[config.mk]
export PLATFORM = sky130hd
export DESIGN_NAME = evtirq_block
export DESIGN_NICKNAME = d
export VERILOG_FILES = /design/src/rtl/evtirq_pkg.sv /design/src/rtl/evtirq_status.sv /design/src/rtl/evtirq_irq.sv /design/src/rtl/evtirq_host.sv /design/src/rtl/evtirq_block.sv
export SDC_FILE = /design/constraint.sdc
export NUM_CORES = 1
export LEC_CHECK = 0
export ABC_AREA = 0
export BUFFER_PORTS_ARGS = -buffer_cell sky130_fd_sc_hd__buf_2
export CORE_ASPECT_RATIO = 1.5
export CORE_MARGIN = 3
export CORE_UTILIZATION = 56
export CTS_CLUSTER_SIZE = 8
export DETAILED_ROUTE_END_ITERATION = 16
export PLACE_DENSITY = 0.87
export SLEW_MARGIN = 20
export SYNTH_ARGS = -nofsm -noshare
export SYNTH_HDL_FRONTEND = slang
export SYNTH_HIERARCHICAL = 1
export SYNTH_SLANG_ARGS = --single-unit
[constraint.sdc]
create_clock -name clk -period 1.6 [get_ports clk]
set_input_delay 0.16 -clock clk [delete_from_list [all_inputs] [get_ports clk]]
set_output_delay 0.16 -clock clk [all_outputs]
set_load 0.1 [all_outputs]
[src/rtl/evtirq_pkg.sv]
package evtirq_pkg;
    localparam int DW = 8;
    localparam int AW = 3;

    localparam logic [AW-1:0] OFF_CFG  = 3'd0;
    localparam logic [AW-1:0] OFF_MODE = 3'd1;
    localparam logic [AW-1:0] OFF_IEN  = 3'd3;
    localparam logic [AW-1:0] OFF_STAT = 3'd4;
    localparam logic [AW-1:0] OFF_EEN  = 3'd5;

    // positions that carry a real event
    localparam logic [DW-1:0] EVT_MASK = 8'hB5;
    localparam int PEND_POS     = 1;
    localparam int IRQ_GATE_POS = 5;

    typedef struct packed {
        logic [DW-1:0] cfg;
        logic [DW-1:0] mode;
        logic [DW-1:0] ien;
        logic [DW-1:0] een;
        logic [DW-1:0] rdata;
    } host_regs_t;

    typedef struct packed {
        logic [DW-1:0] stat;
    } stat_regs_t;

    typedef struct packed {
        logic irq;
    } irq_regs_t;
endpackage

[src/rtl/evtirq_status.sv]
module evtirq_status
    import evtirq_pkg::*;
(
    input  logic          clk,
    input  logic          rst,
    input  logic [DW-1:0] evt,
    input  logic [DW-1:0] een,
    input  logic [DW-1:0] clr,
    output logic [DW-1:0] status_q
);
    stat_regs_t st_d, st_q;
    logic [DW-1:0] hit;

    always_comb begin
        st_d = st_q;
        hit  = evt & een & EVT_MASK;
        // a new event overrides a same-cycle clear
        st_d.stat = ((st_q.stat & ~clr) | hit) & EVT_MASK;
    end

    always_ff @(posedge clk) begin
        if (rst) st_q <= '0;
        else     st_q <= st_d;
    end

    assign status_q = st_q.stat;
endmodule

[src/rtl/evtirq_irq.sv]
module evtirq_irq
    import evtirq_pkg::*;
(
    input  logic          clk,
    input  logic          rst,
    input  logic [DW-1:0] status,
    input  logic [DW-1:0] ien,
    input  logic          gate,
    output logic          pend,
    output logic          irq_o
);
    irq_regs_t ir_d, ir_q;

    always_comb begin
        ir_d     = ir_q;
        pend     = |(status & ien);
        ir_d.irq = pend & gate;
    end

    always_ff @(posedge clk) begin
        if (rst) ir_q <= '0;
        else     ir_q <= ir_d;
    end

    assign irq_o = ir_q.irq;
endmodule

[src/rtl/evtirq_host.sv]
module evtirq_host
    import evtirq_pkg::*;
(
    input  logic          clk,
    input  logic          rst,
    input  logic [AW-1:0] addr,
    input  logic          wr,
    input  logic          rd,
    input  logic [DW-1:0] wdata,
    input  logic [DW-1:0] status,
    input  logic          pend,
    output logic [DW-1:0] clr,
    output logic [DW-1:0] ien_q,
    output logic [DW-1:0] een_q,
    output logic          gate,
    output logic [DW-1:0] rdata
);
    host_regs_t hr_d, hr_q;
    logic [DW-1:0] rd_mux;
    logic [DW-1:0] pend_vec;

    always_comb begin
        hr_d     = hr_q;
        clr      = '0;
        pend_vec = '0;
        pend_vec[PEND_POS] = pend;

        if (wr) begin
            unique case (addr)
                OFF_CFG:  hr_d.cfg  = wdata;
                OFF_MODE: hr_d.mode = wdata;
                OFF_IEN:  hr_d.ien  = wdata & EVT_MASK;
                OFF_EEN:  hr_d.een  = wdata & EVT_MASK;
                OFF_STAT: clr       = wdata & EVT_MASK;
                default:  ;
            endcase
        end

        unique case (addr)
            OFF_CFG:  rd_mux = hr_q.cfg;
            OFF_MODE: rd_mux = hr_q.mode;
            OFF_IEN:  rd_mux = hr_q.ien;
            OFF_EEN:  rd_mux = hr_q.een;
            OFF_STAT: rd_mux = status | pend_vec;
            default:  rd_mux = '0;
        endcase

        if (rd) hr_d.rdata = rd_mux;
    end

    always_ff @(posedge clk) begin
        if (rst) hr_q <= '0;
        else     hr_q <= hr_d;
    end

    assign ien_q = hr_q.ien;
    assign een_q = hr_q.een;
    assign gate  = hr_q.mode[IRQ_GATE_POS];
    assign rdata = hr_q.rdata;
endmodule

[src/rtl/evtirq_block.sv]
module evtirq_block
    import evtirq_pkg::*;
(
    input  logic          clk,
    input  logic          rst,
    input  logic [AW-1:0] host_addr,
    input  logic          host_wr,
    input  logic          host_rd,
    input  logic [DW-1:0] host_wdata,
    output logic [DW-1:0] host_rdata,
    input  logic [DW-1:0] evt_in,
    output logic          irq_o
);
    logic [DW-1:0] status_w;
    logic [DW-1:0] clr_w;
    logic [DW-1:0] ien_w;
    logic [DW-1:0] een_w;
    logic          gate_w;
    logic          pend_w;

    evtirq_host u_host (
        .clk   (clk),
        .rst   (rst),
        .addr  (host_addr),
        .wr    (host_wr),
        .rd    (host_rd),
        .wdata (host_wdata),
        .status(status_w),
        .pend  (pend_w),
        .clr   (clr_w),
        .ien_q (ien_w),
        .een_q (een_w),
        .gate  (gate_w),
        .rdata (host_rdata)
    );

    evtirq_status u_status (
        .clk     (clk),
        .rst     (rst),
        .evt     (evt_in),
        .een     (een_w),
        .clr     (clr_w),
        .status_q(status_w)
    );

    evtirq_irq u_irq (
        .clk   (clk),
        .rst   (rst),
        .status(status_w),
        .ien   (ien_w),
        .gate  (gate_w),
        .pend  (pend_w),
        .irq_o (irq_o)
    );
endmodule

==> flow_summary.ini, run 1 <==
[status]
status = completed

[floorplanning]
ios = 32
rows = 26
die_area_mm2 = 0.004542
initial_core_util_pct = 59.86
core_mm2 = 0.003513
die_w_um = 56.04
die_h_um = 81.06

[worst_setup_path]
cp-start-kind = register
r2r_cells = 5
r2r-end = u_host/rdata[1]
critPathMaxStageDelay_ns = 0.34
crit_chain = a22oi_2, nand4_1, nor3b_1, o31ai_1, a41o_1
critical_path_class = reg -> reg
cp.arrival_ns = 1.64
crit_slowest_cell = dfxtp_1
worst_setup_path_end_kind = register
cp.required_ns = 1.79
path_max_fanout = 3
worstReg2RegStart = u_status/status_q[0]
r2r_slack_ns = 0.15

[clock_tree]
cts_hold_buffers = 0
numCtsBuffers = 5
post_cts_buffers = 0
clk_latency_ns = 0.30
htreeDepth = 2
cts-root-buf = clkbuf_8
cts_buffer_depth = 2
cts_tree = yes
clkTransAtPathRegs_ns = 0.08
cts_resized = 0
clock_sinks = 40

[power_and_ir_drop]
vdd_drop_max_uv = 722.1
seqPwrFrac_pct = 48.5
internal_power_uw = 1581
pwr-share-clk_pct = 39.1
p_switching_uw = 548.1
powerDensity_mw_per_mm2 = 948.4
p_comb_share_pct = 12.4
power.leakage_uw = 0.0009883
p_sw_share_pct = 25.75

[flow_run]
maxCapViolations = 0

[timing]
clock_skew_ns = 0.008007
relSlewSlack_pct = 64.18
hold_slack_ns = 0.1060
setup_violations = 0
fmax_mhz = 689.1
fin_crit_ns = 1.451
layout_setup_ws_ns = 0.1489
rsz0062_at_grt = false
maxSlewViolCount = 0
final.setup.tns_ns = 0
fin_crit_sh_pct = 90.70
tightestPinTransition_ns = 0.5350
hold_viol = 0

[final_layout]
area_growth_pct = 6.722
fin_area_mm2 = 0.002245
n_fill_cell = 288
antenna_cells = 0
drive_above_1_share_pct = 24.38
finalNetCount = 264

[placed_design]
port_buffers = 28
dpl_cell_area_mm2 = 0.002130
place.gp.congestion = 0.8120
dpl.hpwl_um = 3235
place_worst_setup_slack_ns = 0.2068

[drt]
drt-total-wl_um = 4355
first_pass_iters = 4
ant_nets = 0
vias_per_cell = 5.609
drt_iter0_markers = 73
drc = 0
num_vias = 1593
wire_per_inst_um = 15.33

[worst_hold_path]
hp-class = in -> reg
whs_endpoint = u_status/status_q[7]
worstHoldStart = evt_in[7]
min_path_cells = 3

[synth]
synthCells = 229
yosysWarnings = 6
syn_area_per_cell_um2 = 9.185
synth_area_mm2 = 0.002103

[grt]
grt_usage_pct = 20.98
grt_pass1_vias = 1613
antenna_found_initial = 0
grt_first_pass_wirelength_um = 7251
grt_max_degree = 21
gr-total-overflow = 0
## worst max-delay path: cells and delay by family (launching register included)
family,cells,cell delay [ns]
compound gates,3,0.63
flops,1,0.34
simple gates,2,0.38
## per-layer routing
layer  track usage, %  share of wire [%]  wire length, µm  vias up
li1                 -                  -                -      783
met1            21.38                 41             1803      754
met2            37.82                 50             2194       41
met3            6.359                4.8              207       15
met4            11.88                3.4              149        0
met5                0                  0                0        -
## worst max path at each step
| stage | start | end | slack (ns) | cells past startpoint |
|---|---|---|---|---|
| 2_1_floorplan | u_host/ien_q[0] | u_host/rdata[1] | 0.29 | 6 |
| 3_3_place_gp | host_addr[1] | u_host/rdata[0] | 0.23 | 5 |
| 3_5_place_dp | u_status/status_q[0] | u_host/rdata[1] | 0.21 | 5 |
| 4_1_cts | u_status/status_q[0] | u_host/rdata[1] | 0.17 | 5 |
| 5_1_grt | u_status/status_q[0] | u_host/rdata[1] | 0.11 | 5 |
| 6_report | u_status/status_q[0] | u_host/rdata[1] | 0.15 | 5 |
## area by class of cell
class / instances / area, µm² / area share (%)
clock inverters: 3 / 46.29 / 2.062
repair buffers: 37 / 207.7 / 9.253
well taps: 42 / 52.55 / 2.341
clock buffers: 5 / 68.82 / 3.066
inverters: 8 / 30.03 / 1.338
multi-input cells: 149 / 1039 / 46.27
flip-flops and latches: 40 / 800.8 / 35.67
## state kept, by name (all words and copies together), names as in the netlist
name,cells
u_host/een_q,5
u_host/gate,1
u_host/hr_q,15
u_host/ien_q,5
u_host/rdata,8
u_irq/irq_o,1
u_status/status_q,5
## stage by stage
stage	std cells	total power, µW	util [%]
CTS	284	2155	63.89
finish	284	2129	63.89
global placement	276	1310	60.61
detailed placement	276	1315	60.61
floorplan	233	1267	-
global route	284	2210	63.89
## cell usage in the layout, fill, tap and decap left out, types with 7 or more instances in the layout
| master | count |
|---|---|
| mux2i_1 | 30 |
| nand2b_1 | 8 |
| nor2_1 | 19 |
| buf_2 | 28 |
| o32ai_1 | 7 |
| buf_4 | 9 |
| a21oi_1 | 13 |
| inv_1 | 8 |
| nand2_1 | 23 |
| dfxtp_1 | 40 |
## power groups by stage
| stage | registers [µW] | logic [µW] | clock network [µW] |
|---|---|---|---|
| 2_1_floorplan | 1050 | 214 | 0 |
| 3_3_place_gp | 1050 | 256 | 0 |
| 3_5_place_dp | 1060 | 260 | 0 |
| 4_1_cts | 1030 | 261 | 861 |
| 5_1_grt | 1040 | 283 | 892 |
| 6_report | 1030 | 264 | 832 |
Note: power is estimated with default switching activity, not from simulation.
==> inputs of run 2 (changes only) <==
Clock period 1.6 ns to 1.4 ns, I/O delays scaled along.
==> flow_summary.ini, run 2 (same netlist as run 1, synthesis figures left out) <==
[status]
status = completed

[floorplanning]
die_w_um = 56.04
die_h_um = 81.06
initial_core_util_pct = 59.86
core_mm2 = 0.003513
die_area_mm2 = 0.004542
ios = 32
rows = 26

[grt]
grt_usage_pct = 21.24
antenna_found_initial = 0
grt_first_pass_wirelength_um = 7403
grt_pass1_vias = 1601
grt_max_degree = 28
gr-total-overflow = 0

[clock_tree]
cts_buffer_depth = 2
clock_sinks = 40
cts-root-buf = clkbuf_8
htreeDepth = 2
post_cts_buffers = 0
clkTransAtPathRegs_ns = 0.08
cts_tree = yes
cts_resized = 0
cts_hold_buffers = 0
clk_latency_ns = 0.30
numCtsBuffers = 5

[final_layout]
final_common_cell = dfxtp_1
multi_input_area_mm2 = 0.001049
antenna_cells = 0
drive_above_1_share_pct = 27.13
layout_common_cells = dfxtp_1 (39), mux2i_1 (30), buf_2 (28)
finalNetCount = 269
seqCellArea_um2 = 802.0
largest_reg_flops = 15
n_fill_cell = 301
area_growth_pct = 9.578
regMostFlops = u_host/hr_q

[placed_design]
port_buffers = 28
dpl.hpwl_um = 3327
place.gp.congestion = 0.8671

[power_and_ir_drop]
vdd_drop_max_uv = 902.4
power.leakage_uw = 0.001026
totalPowerFinal_uw = 2522
powerDensity_mw_per_mm2 = 1094

[worst_setup_path]
cp.required_ns = 1.60
critPathMaxStageDelay_ns = 0.33
path_max_fanout = 3
cp.arrival_ns = 1.56
crit_slowest_cell = dfxtp_2
cp-start-kind = register
critical_path_class = reg -> reg
worst_setup_path_end_kind = register
crit_chain = a22oi_2, nand4_1, nor3b_2, o31ai_2, a41o_1

[timing]
setup_violations = 0
final.setup.tns_ns = 0
fmax_mhz = 734.0
hold_viol = 0
rsz0062_at_grt = true
fin_crit_ns = 1.362
hold_slack_ns = 0.08336
clock_skew_ns = 0.004976
maxSlewViolCount = 0
fin_crit_sh_pct = 97.31

[drt]
vias_per_cell = 5.588
ant_nets = 0
drt_iter0_markers = 28
drc = 0
wire_per_inst_um = 15.98
first_pass_iters = 4
num_vias = 1615
drt-total-wl_um = 4618

[worst_hold_path]
hp-class = in -> reg

[flow_run]
maxCapViolations = 0
==> run 2: routing by layer <==
| layer | part of all wire, % | track usage [%] |
|---|---|---|
| met5 | 0 | 0 |
| met1 | 40 | 22.25 |
| met3 | 5.0 | 5.246 |
| met4 | 2.7 | 10.45 |
| met2 | 52 | 39.23 |
==> run 2: per-stage QoR <==
step / cells / worst slack, ns / area, µm² / util (%)
after global routing: 289 / -0.03106 / 2305 / 65.60
final: 289 / 0.03763 / 2305 / 65.60
after floorplan: 233 / 0.08833 / 2118 / -
after CTS: 289 / 0.01451 / 2293 / 65.28
after global placement: 281 / 0.04562 / 2167 / 61.68
after detailed placement: 281 / 0.03963 / 2167 / 61.68
==> run 2: layout make-up <==
class                   instances  share of cell area [%]
flip-flops and latches         40                   34.80
clock inverters                 1                   1.303
repair buffers                 42                   10.64
well taps                      42                   2.280
multi-input cells             149                   45.49
inverters                       8                   1.303
clock buffers                   7                   4.180
==> run 2: worst paths after layout <==
kind	from	end	slack [ns]	cells past startpoint
worst max-delay path	u_host/ien_q[2]	u_host/rdata[1]	0.04	5
worst min-delay path	host_wdata[3]	u_host/hr_q[35]	0.08	3
worst max register to register	u_host/ien_q[2]	u_host/rdata[1]	0.04	5
worst min register to register	u_host/hr_q[35]	u_host/hr_q[35]	0.46	2
==> run 2: worst max-delay path, delay by kind of cell (launching register included) <==
family | cells | cell delay, ns
AO/OA/AOI/OAI | 3 | 0.55
AND/OR/NAND/NOR | 2 | 0.38
flip-flops | 1 | 0.33
==> run 2: where the power goes <==
part / internal (µW) / leakage, µW / switching (µW) / total (µW)
clock: 629 / 0.0000645 / 395 / 1020
sequential: 1160 / 0.000325 / 15.8 / 1180
combinational: 116 / 0.000637 / 203 / 319
